==> config.mk <==
export PLATFORM = sky130hd
export DESIGN_NAME = pla_array
export DESIGN_NICKNAME = d
export VERILOG_FILES = /design/src/rtl/pla_pkg.sv /design/src/rtl/pla_cfg_chain.sv /design/src/rtl/pla_and_plane.sv /design/src/rtl/pla_or_plane.sv /design/src/rtl/pla_array.sv
export SDC_FILE = /design/constraint.sdc
export NUM_CORES = 1
export LEC_CHECK = 0
export BUFFER_PORTS_ARGS = -buffer_cell sky130_fd_sc_hd__buf_4
export CAP_MARGIN = 20
export CORE_AREA = 2 2 96 98
export CTS_CLUSTER_DIAMETER = 200
export DETAILED_ROUTE_END_ITERATION = 10
export DIE_AREA = 0 0 98 100
export PLACE_DENSITY = 0.7
export REMOVE_ABC_BUFFERS = 1
export SYNTH_ARGS = -nofsm -noshare
export SYNTH_HDL_FRONTEND = slang
export SYNTH_SLANG_ARGS = --single-unit
==> constraint.sdc <==
create_clock -name clk -period 2.4 [get_ports clk]
set_input_delay 0.36 -clock clk [delete_from_list [all_inputs] [get_ports clk]]
set_output_delay 0.36 -clock clk [all_outputs]
set_load 0.01 [all_outputs]
==> src/rtl/pla_pkg.sv <==
package pla_pkg;
    typedef enum logic [1:0] {
        CFG_IDLE = 2'd0,
        CFG_LOAD = 2'd1,
        CFG_RUN  = 2'd2
    } cfg_state_t;
endpackage

==> src/rtl/pla_cfg_chain.sv <==
module pla_cfg_chain
    import pla_pkg::*;
#(
    parameter int N_IN   = 4,
    parameter int N_TERM = 8,
    parameter int N_OUT  = 4
) (
    input  logic                                 clk,
    input  logic                                 rst,
    input  logic                                 cfg_en,
    input  logic                                 cfg_bit,
    output logic [2*N_IN*N_TERM-1:0]             and_sel,
    output logic [N_TERM*N_OUT-1:0]              or_sel,
    output logic [N_OUT-1:0]                     reg_sel,
    output logic                                 done
);
    localparam int AND_W = 2 * N_IN * N_TERM;
    localparam int OR_W  = N_TERM * N_OUT;
    localparam int TOTAL = AND_W + OR_W + N_OUT;
    localparam int CW    = $clog2(TOTAL + 1);

    cfg_state_t       state_q, state_d;
    logic [CW-1:0]    cnt_q, cnt_d;
    logic [TOTAL-1:0] chain_q;

    // state register
    always_ff @(posedge clk) begin
        if (rst) begin
            state_q <= CFG_IDLE;
            cnt_q   <= '0;
        end else begin
            state_q <= state_d;
            cnt_q   <= cnt_d;
        end
    end

    // next-state logic
    always_comb begin
        state_d = state_q;
        cnt_d   = cnt_q;
        unique case (state_q)
            CFG_IDLE: begin
                if (cfg_en) begin
                    cnt_d   = CW'(1);
                    state_d = CFG_LOAD;
                end
            end
            CFG_LOAD: begin
                if (cfg_en) begin
                    cnt_d = cnt_q + CW'(1);
                    if (cnt_q == CW'(TOTAL - 1)) begin
                        state_d = CFG_RUN;
                    end
                end
            end
            CFG_RUN: begin
                if (cfg_en) begin
                    cnt_d   = CW'(1);
                    state_d = CFG_LOAD;
                end
            end
            default: begin
                cnt_d   = '0;
                state_d = CFG_IDLE;
            end
        endcase
    end

    // serial chain, MSB first
    always_ff @(posedge clk) begin
        if (rst) begin
            chain_q <= '0;
        end else if (cfg_en) begin
            chain_q <= {chain_q[TOTAL-2:0], cfg_bit};
        end
    end

    // outputs
    always_comb begin
        done    = (state_q == CFG_RUN);
        and_sel = chain_q[TOTAL-1 -: AND_W];
        or_sel  = chain_q[N_OUT +: OR_W];
        reg_sel = chain_q[N_OUT-1:0];
    end

    AST_DONE_AFTER_LAST: assert property (@(posedge clk) disable iff (rst)
        (state_q == CFG_LOAD && cfg_en && cnt_q == CW'(TOTAL - 1)) |=> done);
    AST_DONE_ON_SHIFT: assert property (@(posedge clk) disable iff (rst)
        $rose(done) |-> $past(cfg_en));
    AST_CHAIN_FROZEN: assert property (@(posedge clk) disable iff (rst)
        !cfg_en |=> $stable(chain_q));
    AST_RESTART_DROPS: assert property (@(posedge clk) disable iff (rst)
        (done && cfg_en) |=> !done);
endmodule

==> src/rtl/pla_and_plane.sv <==
module pla_and_plane #(
    parameter int N_IN   = 4,
    parameter int N_TERM = 8
) (
    input  logic                         clk,
    input  logic                         rst,
    input  logic [N_IN-1:0]              in_vec,
    input  logic [2*N_IN*N_TERM-1:0]     and_sel,
    output logic [N_TERM-1:0]            prod
);
    localparam int LW = 2 * N_IN;

    logic [LW-1:0] lits;

    always_comb begin
        for (int i = 0; i < N_IN; i++) begin
            lits[2*i]   = in_vec[i];
            lits[2*i+1] = ~in_vec[i];
        end
    end

    for (genvar t = 0; t < N_TERM; t++) begin : g_term
        assign prod[t] = &(lits | ~and_sel[t*LW +: LW]);

        AST_EMPTY_TERM_ONE: assert property (@(posedge clk) disable iff (rst)
            (and_sel[t*LW +: LW] == '0) |-> prod[t]);

        for (genvar i = 0; i < N_IN; i++) begin : g_lit
            AST_CONTRA_TERM_ZERO: assert property (@(posedge clk) disable iff (rst)
                (and_sel[t*LW + 2*i] && and_sel[t*LW + 2*i + 1]) |-> !prod[t]);
        end
    end
endmodule

==> src/rtl/pla_or_plane.sv <==
module pla_or_plane #(
    parameter int N_TERM = 8,
    parameter int N_OUT  = 4
) (
    input  logic [N_TERM-1:0]        prod,
    input  logic [N_TERM*N_OUT-1:0]  or_sel,
    output logic [N_OUT-1:0]         sum
);
    for (genvar o = 0; o < N_OUT; o++) begin : g_out
        assign sum[o] = |(prod & or_sel[o*N_TERM +: N_TERM]);
    end
endmodule

==> src/rtl/pla_array.sv <==
module pla_array #(
    parameter int N_IN   = 4,
    parameter int N_TERM = 8,
    parameter int N_OUT  = 4
) (
    input  logic             clk,
    input  logic             rst,
    input  logic             cfg_en,
    input  logic             cfg_bit,
    input  logic [N_IN-1:0]  in_vec,
    output logic [N_OUT-1:0] out_vec,
    output logic             cfg_done
);
    localparam int AND_W = 2 * N_IN * N_TERM;
    localparam int OR_W  = N_TERM * N_OUT;

    logic [AND_W-1:0]  and_sel;
    logic [OR_W-1:0]   or_sel;
    logic [N_OUT-1:0]  reg_sel;
    logic [N_TERM-1:0] prod_w;
    logic [N_OUT-1:0]  sum_w;
    logic [N_OUT-1:0]  reg_q;

    pla_cfg_chain #(.N_IN(N_IN), .N_TERM(N_TERM), .N_OUT(N_OUT)) u_cfg (
        .clk     (clk),
        .rst     (rst),
        .cfg_en  (cfg_en),
        .cfg_bit (cfg_bit),
        .and_sel (and_sel),
        .or_sel  (or_sel),
        .reg_sel (reg_sel),
        .done    (cfg_done)
    );

    pla_and_plane #(.N_IN(N_IN), .N_TERM(N_TERM)) u_and (
        .clk     (clk),
        .rst     (rst),
        .in_vec  (in_vec),
        .and_sel (and_sel),
        .prod    (prod_w)
    );

    pla_or_plane #(.N_TERM(N_TERM), .N_OUT(N_OUT)) u_or (
        .prod   (prod_w),
        .or_sel (or_sel),
        .sum    (sum_w)
    );

    always_ff @(posedge clk) begin
        if (rst) begin
            reg_q <= '0;
        end else begin
            reg_q <= cfg_done ? sum_w : '0;
        end
    end

    always_comb begin
        out_vec = cfg_done ? ((sum_w & ~reg_sel) | (reg_q & reg_sel)) : '0;
    end

    AST_IDLE_OUTPUTS_LOW: assert property (@(posedge clk) disable iff (rst)
        !cfg_done |-> (out_vec == '0));
    AST_REG_LAGS_SUM: assert property (@(posedge clk) disable iff (rst)
        (cfg_done && $past(cfg_done) && $stable(reg_sel))
        |-> ((out_vec & reg_sel) == ($past(sum_w) & reg_sel)));
endmodule

=== After elaboration in Yosys (flattened, before gate mapping) ===
Index checks and enable logic that the tools add are counted.
Widths: inputs -> output; s select.

* Input port bits: 8
* Flip-flop bits (word level): 113
* Output and inout bits: 5
* Logic and storage cells: 65

* Equality and inequality tests: 6
* Bitwise gates (word level): 29
* Mux-type cells: 8
* Add/sub/neg operators: 1
* Reductions and logical operators: 17

{| class="wikitable"
|+ Operators with widths
! operator !! number
|-
| $not 8->8 || 8
|-
| $or 8x8->8 || 8
|-
| $reduce_and 8->1 || 8
|-
| $and 8x8->8 || 4
|-
| $reduce_or 8->1 || 4
|-
| $mux 7 || 2
|-
| $pmux 7 s2 || 1
|-
| $and 4x4->4 || 2
|-
| $add 7x1->7 const B || 1
|-
| $eq 7x7->1 const B || 1
|-
| $mux 2 || 3
|-
| $not 1->1 || 5
|-
| $mux 4 || 1
|-
| $ne 2x1->1 const B || 2
|-
| $not 4->4 || 1
|-
| $or 4x4->4 || 1
|-
| $pmux 2 s2 || 1
|-
| $reduce_or 2->1 || 2
|-
| $reduce_and 3->1 || 1
|-
| $eq 2x1->1 const B || 1
|-
| $eq 2x2->1 const B || 1
|-
| $logic_not 2->1 || 1
|-
| $ne 2x2->1 const B || 1
|-
| $reduce_and 2->1 || 1
|}

=== Logic depth before layout (Yosys ltp) ===
* Word-level depth: 8
* Depth in mapped cells: 6
* Gate-level depth less buffers: 6

=== Hierarchy ===
Synthesis repeated with hierarchy kept, for this count alone.

* Cells, all modules: 455
* Area total of the unflattened synthesis: 4695.8 um^2

{| class="wikitable"
|+ By module, submodules not included
! module !! area an instance (um^2) !! sequential area each (um^2) !! cells an instance !! instances
|-
| pla_cfg_chain || 3931.3 || 2182.1 || 374 || 1
|-
| pla_and_plane || 435.4 || 0.0 || 44 || 1
|-
| pla_array || 183.9 || 80.1 || 17 || 1
|-
| pla_or_plane || 145.1 || 0.0 || 20 || 1
|}

=== Worst setup path after synthesis ===
OpenSTA, ideal clock, no wires.

* Path type: input -> output
* Start: in in_vec[2]
* End: out out_vec[2]
* Slack: 0.591 ns
* Buffers on the path: 1
* Stages on the path: 6
* Arrival time: 1.449 ns
* Required time: 2.040 ns
* Cells stage by stage: buf_4 mux2i_1 and4_4 a22oi_1 and4_1 a21oi_1

* Cells in the longest elaborated chain, start to end: 8
* Elaborated cells between the ends (all ways): 22
* Those cells by class: mux: 1; bitwise: 12; reduce/logical: 9

{| class="wikitable"
|+ RTL lines
! what !! line !! RTL
|-
| start: declaration || pla_array.sv:10 || <nowiki>input logic [N_IN-1:0] in_vec,</nowiki>
|-
| $not 1->1 || pla_and_plane.sv:18 || <nowiki>lits[2*i+1] = ~in_vec[i];</nowiki>
|-
| $or 8x8->8 || pla_and_plane.sv:23 || <nowiki>assign prod[t] = &(lits | ~and_sel[t*LW +: LW]);</nowiki>
|-
| $reduce_and 8->1 || pla_and_plane.sv:23 ||
|-
| $and 8x8->8 * || pla_or_plane.sv:10 || <nowiki>assign sum[o] = |(prod & or_sel[o*N_TERM +: N_TERM]);</nowiki>
|-
| $reduce_or 8->1 * || pla_or_plane.sv:10 ||
|-
| $and 4x4->4 * || pla_array.sv:58 || <nowiki>out_vec = cfg_done ? ((sum_w & ~reg_sel) | (reg_q & reg_sel)) : '0;</nowiki>
|-
| $or 4x4->4 * || pla_array.sv:58 ||
|-
| $mux 4 * || pla_array.sv:58 ||
|-
| end: declaration || pla_array.sv:11 || <nowiki>output logic [N_OUT-1:0] out_vec,</nowiki>
|}

Mark *: on every way between the ends. The rest lies on a longest branch, timed or not.

=== Final worst setup path ===
* Start: reg u_cfg.chain_q[93]
* End: out out_vec[1]

* Cells in the longest elaborated chain, start to end: 8

{| class="wikitable"
|+ RTL lines
! what !! line !! RTL
|-
| start: declaration || pla_cfg_chain.sv:24 || <nowiki>logic [TOTAL-1:0] chain_q;</nowiki>
|-
| start signal: assignment || pla_cfg_chain.sv:74 || <nowiki>chain_q <= {chain_q[TOTAL-2:0], cfg_bit};</nowiki>
|-
| $not 8->8 || pla_and_plane.sv:23 ||
|-
| $or 8x8->8 || pla_and_plane.sv:23 ||
|-
| $reduce_and 8->1 || pla_and_plane.sv:23 ||
|-
| $and 8x8->8 || pla_or_plane.sv:10 ||
|-
| $reduce_or 8->1 || pla_or_plane.sv:10 ||
|-
| $and 4x4->4 || pla_array.sv:58 ||
|-
| $or 4x4->4 || pla_array.sv:58 ||
|-
| $mux 4 || pla_array.sv:58 ||
|}

No other way between the ends.

==> flow_metrics.env <==
export IMPL_die_w_um=98
export IMPL_min_period_ps=2340
export IMPL_layout_drive_gt1_share_pct=15.4
export IMPL_dp_cells=563
export IMPL_startpoint="u_cfg.chain_q[93]"
export IMPL_cts_tree="built"
export IMPL_rows=35
export IMPL_synth_area_per_cell_um2=10.1
export IMPL_dp_hpwl_mm=5.70
export IMPL_drv_slew=0
export IMPL_ys_seq_elements=113
export IMPL_hold_violations=0
export IMPL_min_path_type="in2reg"
export IMPL_grt_start_max_net_pins=61
export IMPL_status="complete, no violations"
export IMPL_ant_nets=0
export IMPL_grt_pass1_wl_mm=15.5
export IMPL_synth_cell_types=28
export IMPL_grt_pass1_vias=3292
export IMPL_crit_path_end_kind="primary output"
export IMPL_cp_max_fo=4
export IMPL_path_class="reg2out"
export IMPL_fmax_ghz=0.428
export IMPL_grtUsageTotal_pct=20.1
export IMPL_reg2reg_depth=8
export IMPL_fin_skew_ps=13.5
export IMPL_worst_r2r_endpoint="reg_q[1]"
export IMPL_tns_ps=0
export IMPL_synthMuxAreaShare_pct=28.4
export IMPL_die_area_mm2=0.00980
export IMPL_multi_input_area_mm2=0.00228
export IMPL_worstReg2RegStart="u_cfg.chain_q[93]"
export IMPL_insertion_delay_ps=510
export IMPL_root_buffer="clkbuf_8"
export IMPL_drt_first_pass_iters=5
export IMPL_drt_initial_drc_count=125
export IMPL_rsz0062_at_grt="false"
export IMPL_port_buffers=12
export IMPL_synthAdderAreaFrac_pct=0.267
export IMPL_power_density_mw_per_mm2=806
export IMPL_worstMarginPinSlew_ps=633
export IMPL_wl_per_cell_um=15.6
export IMPL_grt_ovfl_total=0
export IMPL_worstSetupEndpoint="out_vec[1]"
export IMPL_final_setup_viol_count=0
export IMPL_fin_cells=597
export IMPL_crit_slowest_cell="dfxtp_2"
export IMPL_clock_path_buffers=2
export IMPL_wl_mm=9.29
export IMPL_ctsHoldBuffers=0
export IMPL_fin_nets=483
export IMPL_p_total_w=0.00440
export IMPL_area_growth_pct=16.5
export IMPL_reg2reg_slack_ps=680
export IMPL_cp_arrival_ps=1980
export IMPL_finalCritPeriodShare_pct=97.4
export IMPL_core_mm2=0.00889
export IMPL_path_cells="mux2i_1 -> and4_4 -> a22o_1 -> a221oi_2 -> a31oi_1 -> buf_4"
export IMPL_relSlewSlack_pct=57.8
export IMPL_peakVddDrop_uv=623
export IMPL_fillers=718
export IMPL_pin_count=13
export IMPL_h_tree_depth=4
export IMPL_gp_congestion=0.756
export IMPL_synth_top_family_by_area="multiplexers"
export IMPL_synthSimpleGateAreaFrac_pct=13.3
export IMPL_dieHeight_um=100
export IMPL_clkSlewWorstSetupHoldPaths_ps=60
export IMPL_synth_warnings=0
export IMPL_syn_inst=464
export IMPL_numCtsBuffers=17
export IMPL_regArea_mm2=0.00228
export IMPL_synth_area_mm2=0.00469
export IMPL_drc=0
export IMPL_crit_path_max_incr_delay_ps=340
export IMPL_vias_per_cell=5.49
export IMPL_cp_start_kind="register"
export IMPL_clock_sink_count=113
export IMPL_leakage_nw=2.37
export IMPL_ys_flop_type="dfxtp_1"
export IMPL_antenna_found_initial=0
export IMPL_diodes=0
export IMPL_dr_total_vias=3280
export IMPL_synth_compound_area_share_pct=6.17
export IMPL_max_cap_violations=0
export IMPL_synth_edf_count=0
export IMPL_synth_xor_area_share_pct=0
export IMPL_async_flop_share_pct=0
export IMPL_start_util_pct=52.7
export IMPL_ys_seq_area_share_pct=48.3
export IMPL_worstPathRequired_ps=2040
-- metal layers --
layer / GRT usage, % / share of wire, %
met1: 23.5 / 45
met5: 0 / 0
met2: 34.9 / 50
met4: 6.94 / 1.3
met3: 6.55 / 3.5
-- cell families (layout without fill, tap and decap cells) --
kind of cell               count (synthesis)  in the layout
AOI/OAI and AO/OA                         43             43
adders and majority gates                  1              1
buffers and inverters                     34             56
DFF                                      113            113
muxes                                    133            133
and+or+nand+nor                          140            140
-- Yosys cell counts, types with 5 or more instances --
cell	count	share of area (%)
clkbuf_1	9	0.72
nor2_1	111	8.9
buf_2	12	1.3
and4_1	7	1.3
inv_1	5	0.40
a22oi_1	12	1.9
o21ai_0	9	0.96
a21oi_1	10	1.1
mux2i_1	133	28
dfxtp_1	113	48
-- how the worst min path moves through the flow --
stage	from	to	slack, ps	depth (start not counted)
global placement	u_cfg.chain_q[99]	u_cfg.chain_q[99]	480	2
CTS	cfg_bit	u_cfg.chain_q[0]	80	3
global route	cfg_bit	u_cfg.chain_q[0]	130	3
detailed placement	u_cfg.chain_q[99]	u_cfg.chain_q[99]	490	2
floorplan	rst	u_cfg.cnt_q[2]	430	1
finish	cfg_bit	u_cfg.chain_q[0]	90	3
-- flip-flops by register name, indices dropped and copies added (netlist names) --
name,count
reg_q,4
u_cfg.chain_q,100
u_cfg.cnt_q,7
u_cfg.state_q,2
-- report_power, final --
part           switching [W]  internal [W]  leakage (nW)
combinational       0.000104     0.0000694          1.18
sequential        0.00000517       0.00188         0.917
clock               0.000831       0.00151         0.276
-- worst max-delay path, delay by kind of cell (launching register included) --
kind | cells | cell delay, ps
AOI/OAI and AO/OA | 3 | 650
buffers and inverters | 1 | 160
DFF | 1 | 340
muxes | 1 | 80
and+or+nand+nor | 1 | 230
-- layout make-up --
cell class,count,share of cell area [%]
tap,111,2.54
multi-input combinational,317,41.7
clock buffer,20,8.16
sequential,113,41.7
clock inverter,11,2.09
inverter,5,0.344
timing repair buffer,20,3.44
-- metrics by stage --
step	setup slack [ps]	area [um^2]	util (%)	hold WS [ps]
6_report	62.4	5460	61.4	93.6
5_1_grt	1.99	5460	61.4	127
4_1_cts	32.4	5430	61.0	76.0
3_5_place_dp	317	4840	54.5	488
3_3_place_gp	307	4840	54.5	476
2_1_floorplan	758	4540	-	429
-- cells in the final DEF (no fill, tap or decap), types with 2 or more instances in the layout --
master and instances:
mux2i_1 131, nor2_1 111, and3_1 3, clkbuf_16 16, buf_4 17, and4_4 7
a221oi_2 2, dfxtp_2 12, dfxtp_1 101, a22o_1 2, nand2_1 3, a21oi_2 2
o21ai_0 9, a31oi_1 4, clkbuf_8 3, mux2i_2 2, a22oi_1 12, a21oi_1 8
buf_12 3, nor2b_1 2, clkinvlp_4 2, nand4_1 3, inv_1 5, a211oi_1 2
nand2b_1 3, nor3_1 3, clkinv_2 6, and4_1 4, bufinv_16 2
-- what timing repair did --
action | 4_1_cts | 5_1_grt
buffers inserted | 3 | 0
gates resized for setup | 3 | 18
hold endpoints to repair | 0 | 0
pin swaps | 0 | 2
endpoints found under the setup margin | 1 | 3
No activity file was read; power rests on OpenSTA's default activity.
